**config.mk**
```make
export PLATFORM = sky130hd
export DESIGN_NAME = twi_ctrl_reg_slave
export DESIGN_NICKNAME = d
export VERILOG_FILES = /design/src/rtl/twi_pkg.sv /design/src/rtl/twi_line_sync.sv /design/src/rtl/twi_slave_fsm.sv /design/src/rtl/twi_ctrl_reg_slave.sv
export SDC_FILE = /design/constraint.sdc
export NUM_CORES = 1
export LEC_CHECK = 0
export BUFFER_PORTS_ARGS = -buffer_cell sky130_fd_sc_hd__buf_2
export CAP_MARGIN = 20
export CORE_MARGIN = 2
export CORE_UTILIZATION = 35
export CTS_CLUSTER_DIAMETER = 120
export CTS_CLUSTER_SIZE = 28
export DETAILED_ROUTE_END_ITERATION = 8
export GPL_TIMING_DRIVEN = 0
export SLEW_MARGIN = 0
export SYNTH_ARGS = -nofsm -noshare
export SYNTH_HDL_FRONTEND = slang
export SYNTH_SLANG_ARGS = --single-unit
```
**constraint.sdc**
```tcl
create_clock -name clk_i -period 4.6 [get_ports clk_i]
set_input_delay 0.46 -clock clk_i [delete_from_list [all_inputs] [get_ports clk_i]]
set_output_delay 0.46 -clock clk_i [all_outputs]
set_load 0.1 [all_outputs]
```
**src/rtl/twi_pkg.sv**
```systemverilog
package twi_pkg;
  localparam int unsigned BYTE_W = 8;
  localparam int unsigned CNT_W  = $clog2(BYTE_W + 1);

  typedef enum logic [2:0] {
    ST_IDLE,
    ST_DEV,
    ST_REG,
    ST_DATA,
    ST_ACK,
    ST_TX,
    ST_MACK,
    ST_HOLD
  } twi_state_e;
endpackage

```
**src/rtl/twi_line_sync.sv**
```systemverilog
module twi_line_sync #(
  parameter int unsigned STAGES = 2
) (
  input  logic clk_i,
  input  logic rst_ni,
  input  logic scl_i,
  input  logic sda_i,
  output logic scl_o,
  output logic sda_o,
  output logic scl_rise_o,
  output logic scl_fall_o,
  output logic start_o,
  output logic stop_o
);
  logic [STAGES-1:0] scl_ff, sda_ff;
  logic              scl_q, sda_q;

  for (genvar g = 0; g < STAGES; g++) begin : g_stage
    if (g == 0) begin : g_first
      always_ff @(posedge clk_i or negedge rst_ni) begin
        if (!rst_ni) begin
          scl_ff[g] <= 1'b1;
          sda_ff[g] <= 1'b1;
        end else begin
          scl_ff[g] <= scl_i;
          sda_ff[g] <= sda_i;
        end
      end
    end else begin : g_next
      always_ff @(posedge clk_i or negedge rst_ni) begin
        if (!rst_ni) begin
          scl_ff[g] <= 1'b1;
          sda_ff[g] <= 1'b1;
        end else begin
          scl_ff[g] <= scl_ff[g-1];
          sda_ff[g] <= sda_ff[g-1];
        end
      end
    end
  end

  always_ff @(posedge clk_i or negedge rst_ni) begin
    if (!rst_ni) begin
      scl_q <= 1'b1;
      sda_q <= 1'b1;
    end else begin
      scl_q <= scl_ff[STAGES-1];
      sda_q <= sda_ff[STAGES-1];
    end
  end

  assign scl_o      = scl_ff[STAGES-1];
  assign sda_o      = sda_ff[STAGES-1];
  assign scl_rise_o = scl_o & ~scl_q;
  assign scl_fall_o = ~scl_o & scl_q;
  // data edge with clock high on both samples
  assign start_o    = scl_o & scl_q & sda_q & ~sda_o;
  assign stop_o     = scl_o & scl_q & ~sda_q & sda_o;
endmodule

```
**src/rtl/twi_slave_fsm.sv**
```systemverilog
module twi_slave_fsm
  import twi_pkg::*;
#(
  parameter logic [3:0]        DEV_ID   = 4'b1011,
  parameter logic [BYTE_W-1:0] REG_ADDR = 8'h00
) (
  input  logic              clk_i,
  input  logic              rst_ni,
  input  logic              scl_i,
  input  logic              sda_i,
  input  logic              scl_rise_i,
  input  logic              scl_fall_i,
  input  logic              start_i,
  input  logic              stop_i,
  input  logic [BYTE_W-1:0] reg_i,
  output logic              wr_en_o,
  output logic [BYTE_W-1:0] wr_data_o,
  output logic              oe_o,
  output logic              standby_o
);
  localparam logic [CNT_W-1:0] CNT_FULL = CNT_W'(BYTE_W);

  twi_state_e        state_q, next_q;
  logic [CNT_W-1:0]  cnt_q;
  logic [BYTE_W-1:0] rx_q, tx_q;
  logic              oe_q, rw_q, hit_q, standby_q;
  logic              byte_done;

  assign byte_done = scl_fall_i && (cnt_q == CNT_FULL);

  always_ff @(posedge clk_i or negedge rst_ni) begin
    if (!rst_ni) begin
      state_q   <= ST_IDLE;
      next_q    <= ST_IDLE;
      cnt_q     <= '0;
      rx_q      <= '0;
      tx_q      <= '0;
      oe_q      <= 1'b0;
      rw_q      <= 1'b0;
      hit_q     <= 1'b0;
      standby_q <= 1'b0;
    end else if (start_i) begin
      state_q   <= ST_DEV;
      cnt_q     <= '0;
      oe_q      <= 1'b0;
      rw_q      <= 1'b0;
      standby_q <= 1'b0;
    end else if (stop_i) begin
      state_q   <= ST_IDLE;
      oe_q      <= 1'b0;
      standby_q <= rw_q;
    end else begin
      unique case (state_q)
        ST_DEV, ST_REG, ST_DATA: begin
          if (scl_rise_i && cnt_q != CNT_FULL) begin
            rx_q  <= {rx_q[BYTE_W-2:0], sda_i};
            cnt_q <= cnt_q + 1'b1;
          end else if (byte_done) begin
            cnt_q <= '0;
            if (state_q == ST_DEV) begin
              if (rx_q[7:1] == {DEV_ID, 3'b000}) begin
                oe_q    <= 1'b1;
                rw_q    <= rx_q[0];
                next_q  <= rx_q[0] ? ST_TX : ST_REG;
                state_q <= ST_ACK;
              end else begin
                state_q <= ST_IDLE;
              end
            end else if (state_q == ST_REG) begin
              hit_q   <= (rx_q == REG_ADDR);
              oe_q    <= 1'b1;
              next_q  <= ST_DATA;
              state_q <= ST_ACK;
            end else begin
              oe_q    <= 1'b1;
              next_q  <= ST_HOLD;
              state_q <= ST_ACK;
            end
          end
        end
        ST_ACK: begin
          if (scl_fall_i) begin
            if (next_q == ST_TX) begin
              oe_q  <= ~reg_i[BYTE_W-1];
              tx_q  <= {reg_i[BYTE_W-2:0], 1'b0};
              cnt_q <= CNT_W'(1);
            end else begin
              oe_q  <= 1'b0;
              cnt_q <= '0;
            end
            state_q <= next_q;
          end
        end
        ST_TX: begin
          if (byte_done) begin
            oe_q    <= 1'b0;
            cnt_q   <= '0;
            state_q <= ST_MACK;
          end else if (scl_fall_i) begin
            oe_q  <= ~tx_q[BYTE_W-1];
            tx_q  <= {tx_q[BYTE_W-2:0], 1'b0};
            cnt_q <= cnt_q + 1'b1;
          end
        end
        ST_MACK: begin
          if (scl_rise_i) begin
            // master ack low: resend on next clock low
            if (sda_i) begin
              state_q <= ST_HOLD;
            end else begin
              next_q  <= ST_TX;
              state_q <= ST_ACK;
            end
          end
        end
        default: ;
      endcase
    end
  end

  assign wr_en_o   = !start_i && !stop_i && (state_q == ST_DATA) && byte_done && hit_q;
  assign wr_data_o = rx_q;
  assign oe_o      = oe_q;
  assign standby_o = standby_q;

  AST_IDLE_RELEASED: assert property (@(posedge clk_i) disable iff (!rst_ni)
    (state_q == ST_IDLE || state_q == ST_HOLD || state_q == ST_MACK) |-> !oe_q) else $error("oe in idle");
  AST_OE_SCL_LOW: assert property (@(posedge clk_i) disable iff (!rst_ni)
    (scl_i && $past(scl_i) && !$past(start_i) && !$past(stop_i)) |-> $stable(oe_q)) else $error("oe moved, scl high");
  AST_BIT_COUNT: assert property (@(posedge clk_i) disable iff (!rst_ni)
    cnt_q <= CNT_FULL) else $error("bit count overflow");
  AST_STANDBY_BY_STOP: assert property (@(posedge clk_i) disable iff (!rst_ni)
    $rose(standby_q) |-> $past(stop_i)) else $error("standby without stop");
endmodule

```
**src/rtl/twi_ctrl_reg_slave.sv**
```systemverilog
module twi_ctrl_reg_slave
  import twi_pkg::*;
#(
  parameter logic [BYTE_W-1:0] REG_ADDR    = 8'h00,
  parameter logic [BYTE_W-1:0] RST_VAL     = 8'hA5,
  parameter logic [3:0]        DEV_ID      = 4'b1011,
  parameter int unsigned       SYNC_STAGES = 2
) (
  input  logic              clk_i,
  input  logic              rst_ni,
  input  logic              scl_i,
  input  logic              sda_i,
  output logic              sda_oe_o,
  output logic [BYTE_W-1:0] ctrl_o,
  output logic              standby_o
);
  logic scl_s, sda_s, scl_rise, scl_fall, start, stop;
  logic wr_en;
  logic [BYTE_W-1:0] wr_data, ctrl_q;

  twi_line_sync #(.STAGES(SYNC_STAGES)) u_sync (
    .clk_i      (clk_i),
    .rst_ni     (rst_ni),
    .scl_i      (scl_i),
    .sda_i      (sda_i),
    .scl_o      (scl_s),
    .sda_o      (sda_s),
    .scl_rise_o (scl_rise),
    .scl_fall_o (scl_fall),
    .start_o    (start),
    .stop_o     (stop)
  );

  twi_slave_fsm #(.DEV_ID(DEV_ID), .REG_ADDR(REG_ADDR)) u_fsm (
    .clk_i      (clk_i),
    .rst_ni     (rst_ni),
    .scl_i      (scl_s),
    .sda_i      (sda_s),
    .scl_rise_i (scl_rise),
    .scl_fall_i (scl_fall),
    .start_i    (start),
    .stop_i     (stop),
    .reg_i      (ctrl_q),
    .wr_en_o    (wr_en),
    .wr_data_o  (wr_data),
    .oe_o       (sda_oe_o),
    .standby_o  (standby_o)
  );

  always_ff @(posedge clk_i or negedge rst_ni) begin
    if (!rst_ni)    ctrl_q <= RST_VAL;
    else if (wr_en) ctrl_q <= wr_data;
  end

  assign ctrl_o = ctrl_q;

  AST_CTRL_ON_ACK: assert property (@(posedge clk_i) disable iff (!rst_ni)
    (ctrl_q != $past(ctrl_q)) |-> $rose(sda_oe_o)) else $error("register moved outside data ack");
endmodule

```
## Yosys cells after proc, flatten, opt, wreduce, memory -nomap -nowiden

Cells that the tools add are included.

| operators by class | value |
|---|---|
| mux-type cells | 54 |
| add/subtract/negate cells | 1 |
| bitwise operators | 17 |
| reduce and logical (&&, ||, !) cells | 28 |
| equality and inequality tests | 31 |

Operators with widths:

| operator | count |
|---|---|
| $mux W3 | 17 |
| $mux W8 | 4 |
| $mux W4 | 7 |
| $ne A4 B1 Y1 const B | 6 |
| $mux W1 | 20 |
| $reduce_and A6 Y1 | 3 |
| $pmux W8 S2 | 1 |
| $ne A2 B1 Y1 const B | 7 |
| $reduce_and A7 Y1 | 2 |
| $reduce_bool A2 Y1 | 7 |
| $eq A3 B3 Y1 const B | 4 |
| $pmux W3 S4 | 1 |
| $pmux W4 S3 | 1 |
| $not A1 Y1 | 10 |
| $logic_not A8 Y1 | 1 |
| $reduce_and A8 Y1 | 1 |
| $and A1 B1 Y1 | 7 |
| $eq A7 B7 Y1 const B | 1 |
| $eq A3 B2 Y1 const B | 2 |
| $logic_and A1 B1 Y1 | 6 |
| $ne A2 B2 Y1 const B | 3 |
| $pmux W3 S2 | 1 |
| $reduce_bool A6 Y1 | 1 |
| $ne A5 B1 Y1 const B | 1 |
| other kinds (16) | 17 |

| storage, ports and cells | value |
|---|---|
| input bits | 4 |
| word-level logic and storage cells | 147 |
| output and inout port bits | 10 |
| bits in registers | 44 |

## Logic depth before layout (Yosys ltp)

Gate-level depths: netlist of the first run.

| logic depth | value |
|---|---|
| depth after elaboration | 8 |
| gate-level depth with buffers | 9 |
| gate-level depth less buffers | 7 |

## Hierarchy

From an unflattened synthesis of the first run, not the netlist that was laid out.

| second synthesis, totals | value |
|---|---|
| cells, all modules | 193 |
| area, all modules | 2163.3 um^2 |

By module, submodules not included:

| module | seq. area each (um^2) | cells each | area each (um^2) | instances |
|---|---|---|---|---|
| twi_slave_fsm | 725.7 | 166 | 1636.6 | 1 |
| twi_ctrl_reg_slave | 205.2 | 17 | 336.6 | 1 |
| twi_line_sync | 157.7 | 10 | 190.2 | 1 |

## Worst setup path after synthesis of the first run

No wires, ideal clock.

| timing path | value |
|---|---|
| path type | flip-flop to flip-flop |
| from | reg u_fsm.cnt_q[0] |
| to | reg u_fsm.next_q[1] |
| stages on the path, launching flop included | 9 |
| slack | 2709 ps |
| required time | 4475 ps |
| buffers on the path | 1 |
| setup time | 125 ps |
| clock period less this slack | 1891 ps |
| arrival time | 1766 ps |
| path through | dfrtp_1 > inv_1 > ha_1 > nand3b_1 > buf_6 > or3_4 > o21ai_2 > o311ai_4 > mux2_4 |

| between the ends | value |
|---|---|
| cells in the longest elaborated chain, start to end | 4 |
| elaborated cells between the ends (all ways) | 7 |
| those cells by class | eq/ne: 4; reduce/logical: 3 |

Ends and longest elaborated chain:

| element | line | text |
|---|---|---|
| from (decl) | twi_slave_fsm.sv:24 | `logic [CNT_W-1:0] cnt_q;` |
| from (signal assigned) | twi_slave_fsm.sv:57 | `cnt_q <= cnt_q + 1'b1;` |
| from (signal assigned) | twi_slave_fsm.sv:102 | `cnt_q <= cnt_q + 1'b1;` |
| $eq A4 B4 Y1 or $ne A4 B4 Y1 (tied branches) | twi_slave_fsm.sv:29, twi_slave_fsm.sv:55 |  |
| $logic_and A1 B1 Y1 (on tied branches) | twi_slave_fsm.sv:29, twi_slave_fsm.sv:55 |  |
| $ne A2 B1 Y1 (no source line) or $ne A2 B2 Y1 (tied branches) | - |  |
| $reduce_and A8 Y1 (no source line) * | - |  |
| to (signal assigned) | twi_slave_fsm.sv:64 | `next_q <= rx_q[0] ? ST_TX : ST_REG;` |
| to (decl) | twi_slave_fsm.sv:23 | `twi_state_e state_q, next_q;` |

Every way passes the cells marked *; elsewhere a longest branch is shown, timed or not.
A chain may end at the register's enable or synchronous reset.

## Worst setup path in the final report of the first run

| timing path | value |
|---|---|
| from | reg u_fsm.cnt_q[0] |
| to | reg u_fsm.cnt_q[3] |

| between the ends | value |
|---|---|
| cells in the longest elaborated chain, start to end | 6 |
| elaborated cells between the ends (all ways) | 14 |
| those cells by class | add/sub: 1; eq/ne: 4; mux: 6; reduce/logical: 3 |

Ends and longest elaborated chain:

| element | line | text |
|---|---|---|
| $add A4 B1 Y4 (tied with other cells) | twi_slave_fsm.sv:57, twi_slave_fsm.sv:102 |  |
| $mux W4 (tied with other cells) | twi_slave_fsm.sv:99 | `end else if (scl_fall_i) begin` |
| $mux W4 (on tied branches) | twi_slave_fsm.sv:95, twi_slave_fsm.sv:55 |  |
| $pmux W4 S3 | twi_slave_fsm.sv:53 | `unique case (state_q)` |
| $mux W4 | twi_slave_fsm.sv:48 | `end else if (stop_i) begin` |
| $mux W4 | twi_slave_fsm.sv:42 | `end else if (start_i) begin` |

Several ways; a longest one is shown, not always the timed one. The select of a mux whose other input is x is not followed.

==> results of run 1 <==
[where the power goes]
group	leakage [nW]	internal, mW	switching [mW]	total [mW]
logic	0.489	0.0649	0.0755	0.140
registers	0.551	0.421	0.0516	0.472
clock network	0.0581	0.162	0.133	0.295
total	1.10	0.647	0.261	0.908
[placed cells by master, fill, tap and decap left out, types with 2 or more instances in the layout]
cell / instances
and2b_1: 2
nor2_2: 2
nand2_1: 15
and3_1: 3
a22o_1: 2
clkbuf_1: 2
a311oi_1: 2
nor2_1: 13
a21oi_1: 6
clkbuf_8: 5
mux2i_1: 9
nor4_1: 2
mux2_4: 3
buf_4: 2
o21ai_0: 11
nor2b_1: 5
mux2_1: 2
or2_1: 2
mux2_2: 15
dfrtp_1: 33
nand2b_1: 4
and3b_1: 2
nand3_1: 7
ha_1: 2
buf_2: 17
inv_1: 7
dfstp_2: 10
[synth_stat cells (all sizes together) (3+ instances only)]
cell type  instances
nand3              8
mux2              20
dfstp             10
or2                3
inv                7
a21oi              6
nor4               3
mux2i              9
nand2b             4
nand2             15
dfrtp             33
buf                7
and3               3
nor2              15
o21ai             12
nor2b              5
[per-stage QoR]
step | worst slack (ns) | hold slack, ns | utilization [%] | total power [mW] | cells
floorplan | 2.71 | 0.164 | - | 0.569 | 202
global placement | 2.53 | 0.346 | 38.4 | 0.617 | 292
detailed placement | 2.53 | 0.349 | 38.4 | 0.619 | 292
CTS | 2.49 | 0.250 | 40.2 | 0.916 | 300
global route | 2.33 | 0.239 | 40.2 | 0.956 | 300
finish | 2.51 | 0.260 | 40.2 | 0.908 | 300
[worst max-delay path, delay by kind of cell, from the launching register on]
kind,cells,cell delay (ns)
AOI/OAI and AO/OA,3,0.71
DFF,1,0.44
and+or+nand+nor,2,0.39
buffers and inverters,2,0.22
adders and majority gates,1,0.22
[state kept, by name, indices dropped and copies added, names as in the netlist]
register,flops
u_fsm.standby_o,1
u_sync.scl_o,1
u_sync.scl_q,1
u_fsm.wr_data_o,8
ctrl_o,8
u_fsm.cnt_q,4
u_sync.sda_q,1
u_fsm.tx_q,7
u_sync.sda_ff,1
u_fsm.oe_o,1
u_fsm.rw_q,1
u_fsm.hit_q,1
u_fsm.next_q,3
u_sync.sda_o,1
u_sync.scl_ff,1
u_fsm.state_q,3
[layer usage]
layer	vias up	track usage [%]	wire length, um
met5	-	0	0
met2	24	20.9	2080
met4	0	3.90	57
li1	772	-	-
met1	777	20.3	2360
met3	5	3.05	117
[area by class of cell]
type | count | area (um^2)
well taps | 77 | 96.3
inverters | 7 | 26.3
flip-flops and latches | 43 | 1090
multi-input cells | 143 | 1090
plain buffers | 9 | 53.8
fillers | 648 | 3780
clock buffers | 5 | 68.8
repair buffers | 13 | 65.1
clock inverters | 3 | 43.8
[logic make-up (layout without fill, tap and decap cells)]
family	count (synthesis)	count (layout)	synth area share, %
simple gates	69	69	17.4
flops	43	43	48.1
compound gates	42	42	15.1
mux	29	29	14.4
buf+inv	16	37	3.54
fa+ha+maj	2	2	1.11
xor+xnor	1	1	0.387
[worst paths after layout]
path                                       start  slack [ns]          endpoint
min in group asynchronous                 rst_ni        0.30  u_fsm.state_q[0]
worst max register to register    u_fsm.cnt_q[0]        2.51    u_fsm.cnt_q[3]
worst max-delay path              u_fsm.cnt_q[0]        2.51    u_fsm.cnt_q[3]
worst min register to register  u_sync.scl_ff[0]        0.36      u_sync.scl_o
max in group asynchronous                 rst_ni        3.71    u_fsm.cnt_q[2]
worst min-delay path                       scl_i        0.26  u_sync.scl_ff[0]
==> results.json, run 1 <==
{
  "status": "complete, no violations",
  "finalCritPeriodShare_pct": 45.5,
  "synth-edff-count": 0,
  "critPathSlowestCell": "dfrtp_1",
  "clock_latency_ns": 0.30,
  "vdd_ir_drop_max_mv": 0.234,
  "cp_max_fo": 10,
  "hold_class": "input pin to flip-flop",
  "slew_violations": 0,
  "io_pins": 14,
  "rows": 29,
  "seq_area_frac_synth_pct": 48.1,
  "avgSynthCellArea_um2": 11.2,
  "slew_headroom_pct": 37.7,
  "wl_mm": 4.62,
  "dieArea_um2": 7130,
  "p_leak_nw": 1.10,
  "crit_path_max_incr_delay_ns": 0.44,
  "cts_tree": "built",
  "nets": 228,
  "post_cts_resized": 0,
  "avgRoutedWirePerCell_um": 15.4,
  "grt.overflow.total": 0,
  "first_iter_violations": 53,
  "die_h_um": 84.4,
  "p_per_area_nw_per_um2": 358,
  "drtPass1Iterations": 4,
  "cts-root-buf": "clkbuf_8",
  "fin_crit_ns": 2.09,
  "finalInstanceArea_um2": 2540,
  "portBuffers": 13,
  "rsz0062_at_grt": "false",
  "cts_buffers": 5,
  "grt_pass1_vias": 1585,
  "tns_ns": 0,
  "tightest_slew_ns": 0.934,
  "cts.sinks": 43,
  "hold_violations": 0,
  "crit_path_end_kind": "flip-flop",
  "ys_async_sr_fraction_pct": 100,
  "antenna_cells": 0,
  "antenna_found_initial": 0,
  "grt_pass1_wl_mm": 7.99,
  "r2r_cells": 8,
  "synth_ff_type": "dfrtp_1",
  "die_w_um": 84.4,
  "cp.arrival_ns": 2.27,
  "drive_gt1_share_pct": 30.9,
  "setup_viol": 0,
  "synth_top_area_cell": "dfrtp_1",
  "cp.required_ns": 4.78,
  "cp_cell_sequence": "inv_1, ha_1, nand3b_1, buf_6, a21oi_1, o221a_1, or2_1, a221o_1",
  "synth_area_leaders": "dfrtp_1, dfstp_2, mux2_2, mux2i_1, nand2_1",
  "syn_inst": 202,
  "initial_core_util_pct": 35.9,
  "syn_area_um2": 2260,
  "core-area_um2": 6310,
  "htree_num_levels": 2,
  "hold_buffers": 0,
  "postCtsSetupBuffers": 0,
  "grt_max_degree": 44,
  "cap_viol_max_count": 0,
  "synth_top_area_share_pct": 36.5,
  "ys.warnings.count": 0,
  "syn2layout_area_growth_pct": 12.1,
  "critPathKind": "flip-flop to flip-flop",
  "ys_types": 61,
  "via_per_inst": 5.26,
  "path_clk_slew_ns": 0.08,
  "timing.fmax_mhz": 478,
  "num_vias": 1578,
  "whs_path_depth": 1,
  "grtUsageTotal_pct": 13.9,
  "synth_fp_nets": 208,
  "cts_max_path_buffers": 2,
  "ant_nets": 0,
  "gp_congestion": 0.807,
  "hpwl_mm": 3.29,
  "start_kind": "flip-flop",
  "placed_area_um2": 2420,
  "skew_ns": 0.00859,
  "drc": 0,
  "ys_ff_latch": 43
}
Note: power is estimated with default switching activity, not from simulation.
==> run 2: changes to the inputs <==
- clock period: 4.6 -> 2.2 ns (I/O delays scaled with it)
==> results.json, run 2 (synthesis results as in run 1) <==
{
  "final_common_cell": "dfrtp_1",
  "min_from": "scl_i",
  "critPathKind": "flip-flop to flip-flop",
  "core-area_um2": 6310,
  "vdd_ir_drop_max_mv": 0.489,
  "hpwl_mm": 3.29,
  "timing.fmax_mhz": 486,
  "grt_max_degree": 44,
  "cap_viol_max_count": 0,
  "die_w_um": 84.4,
  "rsz0062_at_grt": "false",
  "p_leak_nw": 1.10,
  "grt.overflow.total": 0,
  "setup_viol": 0,
  "whs_path_depth": 1,
  "initial_core_util_pct": 35.9,
  "first_iter_violations": 66,
  "r2r_slack_ns": 0.14,
  "start_kind": "flip-flop",
  "via_per_inst": 5.24,
  "slew_violations": 0,
  "skew_ns": 0.0104,
  "final_cell_mix": "dfrtp_1, buf_2, nand2_1, mux2_2, nor2_1",
  "avgRoutedWirePerCell_um": 15.4,
  "cts_max_path_buffers": 2,
  "drc": 0,
  "drive_gt1_share_pct": 31.4,
  "r2r_cells": 8,
  "hold_path_end": "u_sync.scl_ff[0]",
  "cts_buffers": 5,
  "num_vias": 1572,
  "htree_num_levels": 2,
  "portBuffers": 13,
  "hold_class": "input pin to flip-flop",
  "final_core_util_pct": 40.3,
  "tns_ns": 0,
  "grtUsageTotal_pct": 13.9,
  "rows": 29,
  "cts-root-buf": "clkbuf_8",
  "nets": 228,
  "r2r-end": "u_fsm.next_q[0]",
  "grt_pass1_wl_mm": 7.99,
  "syn2layout_area_growth_pct": 12.4,
  "fin_crit_ns": 2.06,
  "clock_latency_ns": 0.30,
  "antenna_found_initial": 0,
  "die_h_um": 84.4,
  "antenna_cells": 0,
  "cp.required_ns": 2.39,
  "cts_tree": "built",
  "tightest_slew_ns": 0.931,
  "gp_congestion": 0.807,
  "slew_headroom_pct": 37.9,
  "finalCritPeriodShare_pct": 93.5,
  "regToRegStartpoint": "u_fsm.cnt_q[0]",
  "wl_mm": 4.61,
  "dieArea_um2": 7130,
  "path_clk_slew_ns": 0.09,
  "status": "complete, no violations",
  "hold_violations": 0,
  "busiest_layer": "met2",
  "cp.arrival_ns": 2.25,
  "io_pins": 14,
  "grt_pass1_vias": 1585,
  "grt_use_met1_pct": 20.3,
  "grt.met3_usage_pct": 3.05,
  "crit_path_end_kind": "flip-flop",
  "p_per_area_nw_per_um2": 746,
  "drtPass1Iterations": 4,
  "cp_max_fo": 10,
  "ant_nets": 0,
  "cts.sinks": 43,
  "met2_usage_pct": 20.9
}
[run 2: per-layer routing]
layer / part of all wire (%) / wire (um)
met1: 51 / 2360
met2: 46 / 2100
met3: 2.0 / 94
met4: 1.2 / 57
met5: 0 / 0
[run 2: worst max path at each step]
stage	slack, ns	to	cells past startpoint	from
floorplan	0.31	u_fsm.next_q[1]	8	u_fsm.cnt_q[0]
global placement	0.13	u_fsm.cnt_q[3]	8	u_fsm.cnt_q[0]
detailed placement	0.13	u_fsm.cnt_q[3]	8	u_fsm.cnt_q[0]
CTS	0.09	u_fsm.cnt_q[3]	5	u_sync.sda_o
global route	0.0002	u_fsm.cnt_q[3]	8	u_fsm.cnt_q[0]
finish	0.14	u_fsm.next_q[0]	8	u_fsm.cnt_q[0]
[run 2: layout make-up]
class | count | area, um^2
Clock inverter | 3 | 43.8
Multi-Input combinational cell | 143 | 1090
Clock buffer | 5 | 68.8
Tap cell | 77 | 96.3
Fill cell | 646 | 3770
Sequential cell | 43 | 1090
Timing Repair Buffer | 14 | 75.1
Buffer | 8 | 50.0
Inverter | 7 | 26.3
[run 2: stage by stage]
| step | area (um^2) | setup WS (ns) | hold slack, ns | std cells | total power [mW] |
|---|---|---|---|---|---|
| floorplan | 2260 | 0.309 | -0.0756 | 202 | 1.19 |
| global placement | 2420 | 0.131 | 0.326 | 292 | 1.29 |
| detailed placement | 2420 | 0.135 | 0.327 | 292 | 1.29 |
| CTS | 2540 | 0.0902 | 0.00989 | 300 | 1.92 |
| global route | 2540 | 0.000236 | 0.00465 | 300 | 2.00 |
| finish | 2540 | 0.142 | 0.0217 | 300 | 1.90 |
[run 2: power breakdown]
group | switching [mW] | total, mW | internal (mW) | leakage, nW
Clock | 0.278 | 0.616 | 0.338 | 0.0581
Sequential | 0.110 | 0.992 | 0.882 | 0.550
Combinational | 0.155 | 0.291 | 0.137 | 0.492
Total | 0.542 | 1.90 | 1.36 | 1.10
[run 2: critical path, stage by stage (launching register included)]
cell	delay, ns
dfrtp_2	0.44
inv_1	0.06
ha_1	0.17
nand3b_1	0.12
buf_6	0.17
or3_4	0.40
o21ai_2	0.10
o311ai_4	0.16
mux2_4	0.33
[run 2: repair_timing]
action / CTS / global route
hold buffers: 0 / 1
setup endpoints to repair: 0 / 2
gates resized for setup: 0 / 1
hold endpoints to repair: 0 / 1
setup buffers: 0 / 0
